`src/rtl/rbd_pkg.sv`:
```
// Package rbd_pkg
// Shared types for the row boundary decoder.
// Assumes: nothing beyond IEEE 1800-2017.
package rbd_pkg;

    typedef enum logic {
        CH_SINGLE = 1'b0,
        CH_DUAL   = 1'b1
    } chan_mode_e;

    typedef struct packed {
        logic hit;
        logic oor;
    } lookup_flags_t;

endpackage

```
`src/rtl/rbd_bound_regs.sv`:
```
// Module rbd_bound_regs
// Holds one boundary register per row, loaded one at a time via a byte port.
// Assumes: the write byte is BND_W+1 bits wide and its top bit is reserved.
module rbd_bound_regs #(
    parameter int NUM_ROWS = 8,
    parameter int BND_W    = 7,
    parameter int IDX_W    = $clog2(NUM_ROWS)
) (
    input  logic                      clk,
    input  logic                      rst_n,
    input  logic                      we,
    input  logic [IDX_W-1:0]          sel,
    input  logic [BND_W:0]            wdata,
    output logic [NUM_ROWS*BND_W-1:0] bnd_flat
);

    logic unused_rsvd_bit;
    assign unused_rsvd_bit = wdata[BND_W];

    for (genvar g = 0; g < NUM_ROWS; g++) begin : g_row
        logic [BND_W-1:0] bnd_q;

        // Purpose: load this row's boundary when it is selected for write.
        always_ff @(posedge clk) begin
            if (!rst_n) begin
                bnd_q <= '0;
            end else if (we && (sel == IDX_W'(g))) begin
                bnd_q <= wdata[BND_W-1:0];
            end
        end

        assign bnd_flat[g*BND_W +: BND_W] = bnd_q;
    end

endmodule

```
`src/rtl/rbd_row_match.sv`:
```
// Module rbd_row_match
// Compares a block number against each row's [lower, upper) window.
// It also selects the installed-memory total for the current channel mode.
// Assumes: the lower bound of row 0 is zero; in dual mode only the lower half of the rows is active.
module rbd_row_match #(
    parameter int NUM_ROWS = 8,
    parameter int BND_W    = 7
) (
    input  logic [NUM_ROWS*BND_W-1:0] bnd_flat,
    input  logic [BND_W-1:0]          blk,
    input  logic                      dual,
    output logic [NUM_ROWS-1:0]       match,
    output logic [BND_W-1:0]          total
);

    localparam int HALF = NUM_ROWS / 2;

    for (genvar g = 0; g < NUM_ROWS; g++) begin : g_cmp
        localparam bit LOWER_HALF = (g < HALF);
        logic [BND_W-1:0] lo;
        logic [BND_W-1:0] hi;

        if (g == 0) begin : g_first
            assign lo = '0;
        end else begin : g_rest
            assign lo = bnd_flat[(g-1)*BND_W +: BND_W];
        end
        assign hi = bnd_flat[g*BND_W +: BND_W];

        // Purpose: flag the row when it is active and the block falls in its window.
        always_comb begin
            match[g] = (LOWER_HALF || !dual) && (blk >= lo) && (blk < hi);
        end
    end

    // Purpose: pick the top active row's boundary as the memory total.
    always_comb begin
        if (dual) begin
            total = bnd_flat[(HALF-1)*BND_W +: BND_W];
        end else begin
            total = bnd_flat[(NUM_ROWS-1)*BND_W +: BND_W];
        end
    end

endmodule

```
`src/rtl/rbd_prio.sv`:
```
// Module rbd_prio
// Lowest-index-first priority encoder over the row match vector.
// Assumes: IDX_W is wide enough to hold NUM_ROWS-1.
module rbd_prio #(
    parameter int NUM_ROWS = 8,
    parameter int IDX_W    = $clog2(NUM_ROWS)
) (
    input  logic [NUM_ROWS-1:0] match,
    output logic                any,
    output logic [IDX_W-1:0]    idx
);

    // Purpose: scan from the top so the lowest set index is the last one written.
    always_comb begin
        any = 1'b0;
        idx = '0;
        for (int i = NUM_ROWS - 1; i >= 0; i--) begin
            if (match[i]) begin
                any = 1'b1;
                idx = IDX_W'(i);
            end
        end
    end

endmodule

```
`src/rtl/row_bound_decoder.sv`:
```
// Module row_bound_decoder
// Maps a physical address to the chip-select row whose cumulative boundary
// window contains it. The result is registered one cycle after req_valid.
// Assumes: boundaries count GRAIN_SHIFT-sized blocks; an address at or above
// the top active boundary is out of range and never a hit.
module row_bound_decoder
    import rbd_pkg::*;
#(
    parameter int NUM_ROWS    = 8,
    parameter int BND_W       = 7,
    parameter int GRAIN_SHIFT = 26,
    parameter int ADDR_W      = BND_W + GRAIN_SHIFT,
    parameter int IDX_W       = $clog2(NUM_ROWS)
) (
    input  logic              clk,
    input  logic              rst_n,
    input  logic              cfg_we,
    input  logic [IDX_W-1:0]  cfg_sel,
    input  logic [BND_W:0]    cfg_wdata,
    input  logic              dual_mode,
    input  logic              req_valid,
    input  logic [ADDR_W-1:0] req_addr,
    output logic              rsp_valid,
    output logic [IDX_W-1:0]  rsp_row,
    output logic              rsp_hit,
    output logic              rsp_oor
);

    logic [NUM_ROWS*BND_W-1:0] bnd_flat;
    logic [NUM_ROWS-1:0]       match;
    logic [BND_W-1:0]          blk;
    logic [BND_W-1:0]          total;
    logic                      any_match;
    logic [IDX_W-1:0]          win_idx;
    chan_mode_e                mode;
    lookup_flags_t             flags;
    logic                      unused_low_bits;

    assign mode            = chan_mode_e'(dual_mode);
    assign blk             = req_addr[ADDR_W-1:GRAIN_SHIFT];
    assign unused_low_bits = ^req_addr[GRAIN_SHIFT-1:0];

    rbd_bound_regs #(
        .NUM_ROWS (NUM_ROWS),
        .BND_W    (BND_W),
        .IDX_W    (IDX_W)
    ) u_regs (
        .clk      (clk),
        .rst_n    (rst_n),
        .we       (cfg_we),
        .sel      (cfg_sel),
        .wdata    (cfg_wdata),
        .bnd_flat (bnd_flat)
    );

    rbd_row_match #(
        .NUM_ROWS (NUM_ROWS),
        .BND_W    (BND_W)
    ) u_match (
        .bnd_flat (bnd_flat),
        .blk      (blk),
        .dual     (mode == CH_DUAL),
        .match    (match),
        .total    (total)
    );

    rbd_prio #(
        .NUM_ROWS (NUM_ROWS),
        .IDX_W    (IDX_W)
    ) u_prio (
        .match (match),
        .any   (any_match),
        .idx   (win_idx)
    );

    // Purpose: out of range overrides any row match.
    always_comb begin
        flags.oor = (blk >= total);
        flags.hit = any_match && !flags.oor;
    end

    // Purpose: register the lookup result; hold it while no request is valid.
    always_ff @(posedge clk) begin
        if (!rst_n) begin
            rsp_valid <= 1'b0;
            rsp_row   <= '0;
            rsp_hit   <= 1'b0;
            rsp_oor   <= 1'b0;
        end else begin
            rsp_valid <= req_valid;
            if (req_valid) begin
                rsp_row <= flags.hit ? win_idx : '0;
                rsp_hit <= flags.hit;
                rsp_oor <= flags.oor;
            end
        end
    end

endmodule

```
`config.mk`:
```
export PLATFORM = sky130hd
export DESIGN_NAME = row_bound_decoder
export DESIGN_NICKNAME = d
export VERILOG_FILES = /design/src/rtl/rbd_pkg.sv /design/src/rtl/rbd_bound_regs.sv /design/src/rtl/rbd_row_match.sv /design/src/rtl/rbd_prio.sv /design/src/rtl/row_bound_decoder.sv
export SDC_FILE = /design/constraint.sdc
export NUM_CORES = 1
export LEC_CHECK = 0
export ABC_AREA = 1
export BUFFER_PORTS_ARGS = -buffer_cell sky130_fd_sc_hd__clkbuf_2
export CAP_MARGIN = 30
export CORE_MARGIN = 2
export CORE_UTILIZATION = 50
export CTS_CLUSTER_DIAMETER = 80
export DETAILED_ROUTE_END_ITERATION = 8
export PLACE_DENSITY_LB_ADDON = 0.08
export SETUP_SLACK_MARGIN = 0.4
export SLEW_MARGIN = 30
export SYNTH_ARGS = -nofsm -noshare
export SYNTH_HDL_FRONTEND = slang
export SYNTH_HIERARCHICAL = 1
export SYNTH_SLANG_ARGS = --single-unit
export TNS_END_PERCENT = 5
```
`constraint.sdc`:
```
create_clock -name clk -period 4.16 [get_ports clk]
set_clock_uncertainty 0.2 [all_clocks]
set_input_delay 0.624 -clock clk [delete_from_list [all_inputs] [get_ports clk]]
set_output_delay 0.624 -clock clk [all_outputs]
set_load 0.05 [all_outputs]
```
# After elaboration in Yosys (flattened, before gate mapping)
# Index checks and enable logic that the tools add are counted.
dict set report word_totals {
  output_inout_bits 6
  reg_bits 62
  in_bits 49
  word_cells 78
}
dict set report op_classes {
  order_cmp 17
  n_reduce_logical 24
  muxes 18
  n_eq_ne 7
}
# operator count
set ops {}
lappend ops {{greater-or-equal comparator 7 bit} 8}
lappend ops {{less-than comparator 7 bit} 8}
lappend ops {{two-way mux 3 bit} 9}
lappend ops {{logical AND 1 bit} 21}
lappend ops {{== test 3 bit (second input constant)} 4}
lappend ops {{two-way mux 1 bit} 8}
lappend ops {{greater-or-equal comparator 7 x 1 -> 1 bit (second input constant)} 1}
lappend ops {{two-way mux 7 bit} 1}
lappend ops {{== test 3 x 2 -> 1 bit (second input constant)} 2}
lappend ops {{== test 3 x 1 -> 1 bit (second input constant)} 1}
lappend ops {{zero test 3 bit} 1}
lappend ops {{zero test 1 bit} 2}

# Logic depth before layout (Yosys ltp)
dict set report logic_depth {
  depth_word 13
  mapped_depth 19
  mapped_depth_nobuf 19
}

# Hierarchy
# Netlist, hierarchy kept.
# module n_inst area_per_inst_um2 cells_each
set by_module_without_submodules {}
lappend by_module_without_submodules {rbd_bound_regs 1 2237.1 325}
lappend by_module_without_submodules {rbd_row_match 1 1711.6 304}
lappend by_module_without_submodules {row_bound_decoder 1 421.7 60}
lappend by_module_without_submodules {rbd_prio 1 98.8 22}

# Worst setup path after synthesis
# Ideal clock, no wire load.
dict set report synth_timing {
  path_kind {input port to flip-flop}
  startpoint {in req_addr[32]}
  endpoint {reg rsp_row[0]}
  arrival_time_ns 2.019
  setup_time_ns 0.117
  path_buffers 0
  slack_ns 1.824
  path_stages 14
  path_cell_list {ha_1 > nand2_1 > inv_1 > a21oi_1 > nand3_1 > nand2_1 > inv_1 > or2_1 > nor3_2 > nand2_1 > nand2_1 > inv_1 > nand4_1 > a21oi_1}
}
dict set report synth_between {
  elab_chain_cells 13
}
# element line_no
set synth_rtl {}
lappend synth_rtl {{start: declaration} row_bound_decoder.sv:22} ;# input logic [ADDR_W-1:0] req_addr,
lappend synth_rtl {{greater-or-equal comparator 7 bit} rbd_row_match.sv:32} ;# match[g] = (LOWER_HALF || !dual) && (blk >= lo) && (blk < hi);
lappend synth_rtl {{logical AND 1 bit} rbd_row_match.sv:32}
lappend synth_rtl {{logical AND 1 bit *} rbd_row_match.sv:32}
lappend synth_rtl {{net match[7]} row_bound_decoder.sv:30} ;# logic [NUM_ROWS-1:0] match;
lappend synth_rtl {{two-way mux 1 bit * (8 in series)} rbd_prio.sv:18} ;# if (match[i]) begin
lappend synth_rtl {{net any_match} row_bound_decoder.sv:33} ;# logic any_match;
lappend synth_rtl {{logical AND 1 bit *} row_bound_decoder.sv:79} ;# flags.hit = any_match && !flags.oor;
lappend synth_rtl {{two-way mux 3 bit *} row_bound_decoder.sv:92} ;# rsp_row <= flags.hit ? win_idx : '0;
lappend synth_rtl {{end signal: assignment} row_bound_decoder.sv:92}
lappend synth_rtl {{end: declaration} row_bound_decoder.sv:24} ;# output logic [IDX_W-1:0] rsp_row,
# Mark *: on every way through the listed nets, which the timed path passes. The rest lies on a longest branch.
# A chain may end at the register's enable or synchronous reset.

# Worst setup path in the final report
dict set report layout_timing {
  startpoint {in req_addr[32]}
  endpoint {reg rsp_row[1]}
}
# element line_no
set layout_lines {}
lappend layout_lines {{greater-or-equal comparator 7 bit} rbd_row_match.sv:32}
lappend layout_lines {{logical AND 1 bit} rbd_row_match.sv:32}
lappend layout_lines {{logical AND 1 bit *} rbd_row_match.sv:32}
lappend layout_lines {{net match[6]} row_bound_decoder.sv:30}
lappend layout_lines {{two-way mux 1 bit * (7 in series)} rbd_prio.sv:18}
lappend layout_lines {{net any_match} row_bound_decoder.sv:33}
lappend layout_lines {{logical AND 1 bit *} row_bound_decoder.sv:79}
lappend layout_lines {{two-way mux 3 bit *} row_bound_decoder.sv:92}
# Marked as above.

==> metrics <==
initial antenna violation count=0; Die W=98.55 µm; Final HPWL DP=7804 µm; most common cell in the netlist=nand2_1; synthesized area=4469 µm²; total clock buffers created by CTS=9; DR WL/cell=13.06 µm; Slew headroom=37.88%; final setup violation count=0; htree depth=3; Metal-1 WL=5052 µm; # Post-CTS Setup Buffers=0; io pins=55; post-synth top area share=27.77%; Tmin final=2600 ps; library cells used by synthesis=26; Design Area, Final=4873 µm²; Antenna Nets Post-Route=0; setup tns final=0 ps; DR pass1 iterations=5; Synthesis Warnings=6; via count=4163; PwrDens=305.6 nW/µm²; largest area contributor in the netlist=dfxtp_1; crit end category=flop; MaxCap Viol Count=0; # clock sinks=62; DRC violations left=0; WHS=265.1 ps; Critical Setup Path Class=in -> reg; Core Area=8678 µm²; fmax=0.3846 GHz; ranking of synthesized cells by area=dfxtp_1, ha_1, nand2_1, nor2_1, inv_1; cell mode on critical path=nand2_1; worst-margin pin slew=928.4 ps; hold path depth=2; Layout Nets=846; Startpoint Class=input pin; Final Hold Viols=0; Avg Cell Area, Syn=6.286 µm²; Worst-path clk slew=70 ps; Area after DPL=4667 µm²; Synth async-reset ratio=0%; Area Overhead vs Synth=9.042%; worst path arrival time=2630 ps; cell family with most CP delay=simple AND/OR/NAND/NOR gates; CP max FO=9; met2 wire len=5174 µm; hold buffers post-CTS=0; Skew-Pair Late Insertion Delay=330 ps; number of global-route vias before repair=3970; Total Routing Usage GR=24.18%; Die Footprint=9711 µm²; initial core utilization=51.50%; global-route wire length before repair=18550 µm; unrepaired setup endpoints after global routing=no; largest net degree at the start of global routing=60; layout cell share with drive strength beyond 1=8.378%; Ant. Diodes=0; die height=98.55 µm; DR top layer=met4; CP peak stage delay=370 ps; sequential area share after synthesis=27.77%; PostCTS Resize Cnt=0; met3 wire len=514 µm; Worst path slowest cell=ha_1; FP Rows=34; final core occ=56.16%; EDFF count, synth=0; cell count after synthesis=711; Routed WL=11080 µm; Levels on crit path=15; crit share post-route=62.50%; Worst Hold Class=reg -> reg; Post-Syn Nets=822; Worst VDD drop=0.0001858 V; remaining global-route overflow=0; top post-synthesis cells by count=nand2_1, nor2_1, inv_1; crit path cell chain=clkbuf_2, ha_1, nand2_1, inv_1, a21oi_2, nand2_1, nor2_1, nor2_1, or2_1, nor3_2, nand2_1, nand2_1, inv_1, nand4_1, a21oi_1; clk buf depth=2; required time of the critical path=4190 ps; register bit total from synthesis=62; TritonCTS clock tree=built; PortBufs=27; CP Buf/Inv Count=3; Top FF cell, synth=dfxtp_1; Final Wtd Congestion=0.7993; outcome=complete, no violations; Tot Pwr=1.489 mW; DRT iter0 DRCs=199; Vias per Instance=4.909; worst reg2reg path depth=15; leakage=2.404 nW; root buffer cell=clkbuf_8; Slew Limit Fails=0
==> sequential cells by signal (all words and copies together), names as in the netlist <==
| name | flops |
|---|---|
| u_regs/g_row.bnd_q | 56 |
| rsp_row | 3 |
| rsp_hit | 1 |
| rsp_oor | 1 |
| rsp_valid | 1 |
==> path summary, 6_finish.rpt <==
check | start | slack, ps | end
min | rsp_hit$_SDFFE_PN0P_ | 270 | rsp_hit$_SDFFE_PN0P_
min reg2reg | rsp_hit$_SDFFE_PN0P_ | 270 | rsp_hit$_SDFFE_PN0P_
max | req_addr[32] | 1560 | rsp_row[1]$_SDFFE_PN0P_
max reg2reg | u_regs/g_row[5].bnd_q[6]$_SDFFE_PN0P_ | 1800 | rsp_row[1]$_SDFFE_PN0P_
==> worst min-delay path, delay by kind of cell, from the launching register on <==
family	cells	cell delay [ps]
AO/OA/AOI/OAI	1	50
flip-flops	1	310
AND/OR/NAND/NOR	1	60
==> cell type report <==
| cell class | count | area [µm²] |
|---|---|---|
| clock buffers | 13 | 158.9 |
| clock inverters | 3 | 42.54 |
| fillers | 888 | 3805 |
| inverters | 131 | 491.7 |
| multi-input cells | 503 | 2661 |
| flip-flops and latches | 62 | 1241 |
| well taps | 108 | 135.1 |
| repair buffers | 28 | 142.6 |
==> cells by family after synthesis <==
logic type | Yosys count | share of synthesized area (%)
compound gates | 32 | 4.088
flops | 62 | 27.77
fa+ha+maj | 62 | 17.36
buf+inv | 146 | 12.79
simple gates | 409 | 37.99
==> report_power, final <==
group	internal [mW]	leakage (nW)	total (mW)	switching [mW]
Sequential	0.615	0.504	0.627	0.0113
Clock	0.309	0.0996	0.544	0.235
Combinational	0.107	1.80	0.318	0.211
==> cells in the final DEF (no fill, tap or decap), drive strengths merged, types with 4 or more instances in the layout <==
| cell | Yosys | final |
|---|---|---|
| a21oi | 24 | 24 |
| clkbuf | 1 | 40 |
| dfxtp | 62 | 62 |
| ha | 62 | 62 |
| inv | 131 | 131 |
| nand2 | 184 | 184 |
| nand3 | 72 | 72 |
| nand4 | 4 | 4 |
| nor2 | 143 | 143 |
| nor3 | 4 | 4 |
| o21ai | 6 | 6 |
==> through the flow <==
step / setup slack, ps / cells
finish: 1560 / 848
CTS: 1600 / 848
global placement: 1317 / 832
detailed placement: 1233 / 832
global route: 1424 / 848
floorplan: 1824 / 711
==> layer usage <==
metal / track usage (%) / vias to the layer above
li1: - / 2228
met1: 30.12 / 1817
met2: 41.55 / 93
met3: 3.546 / 25
met4: 10.54 / 0
met5: 0 / -
No activity file was read; power rests on OpenSTA's default activity.
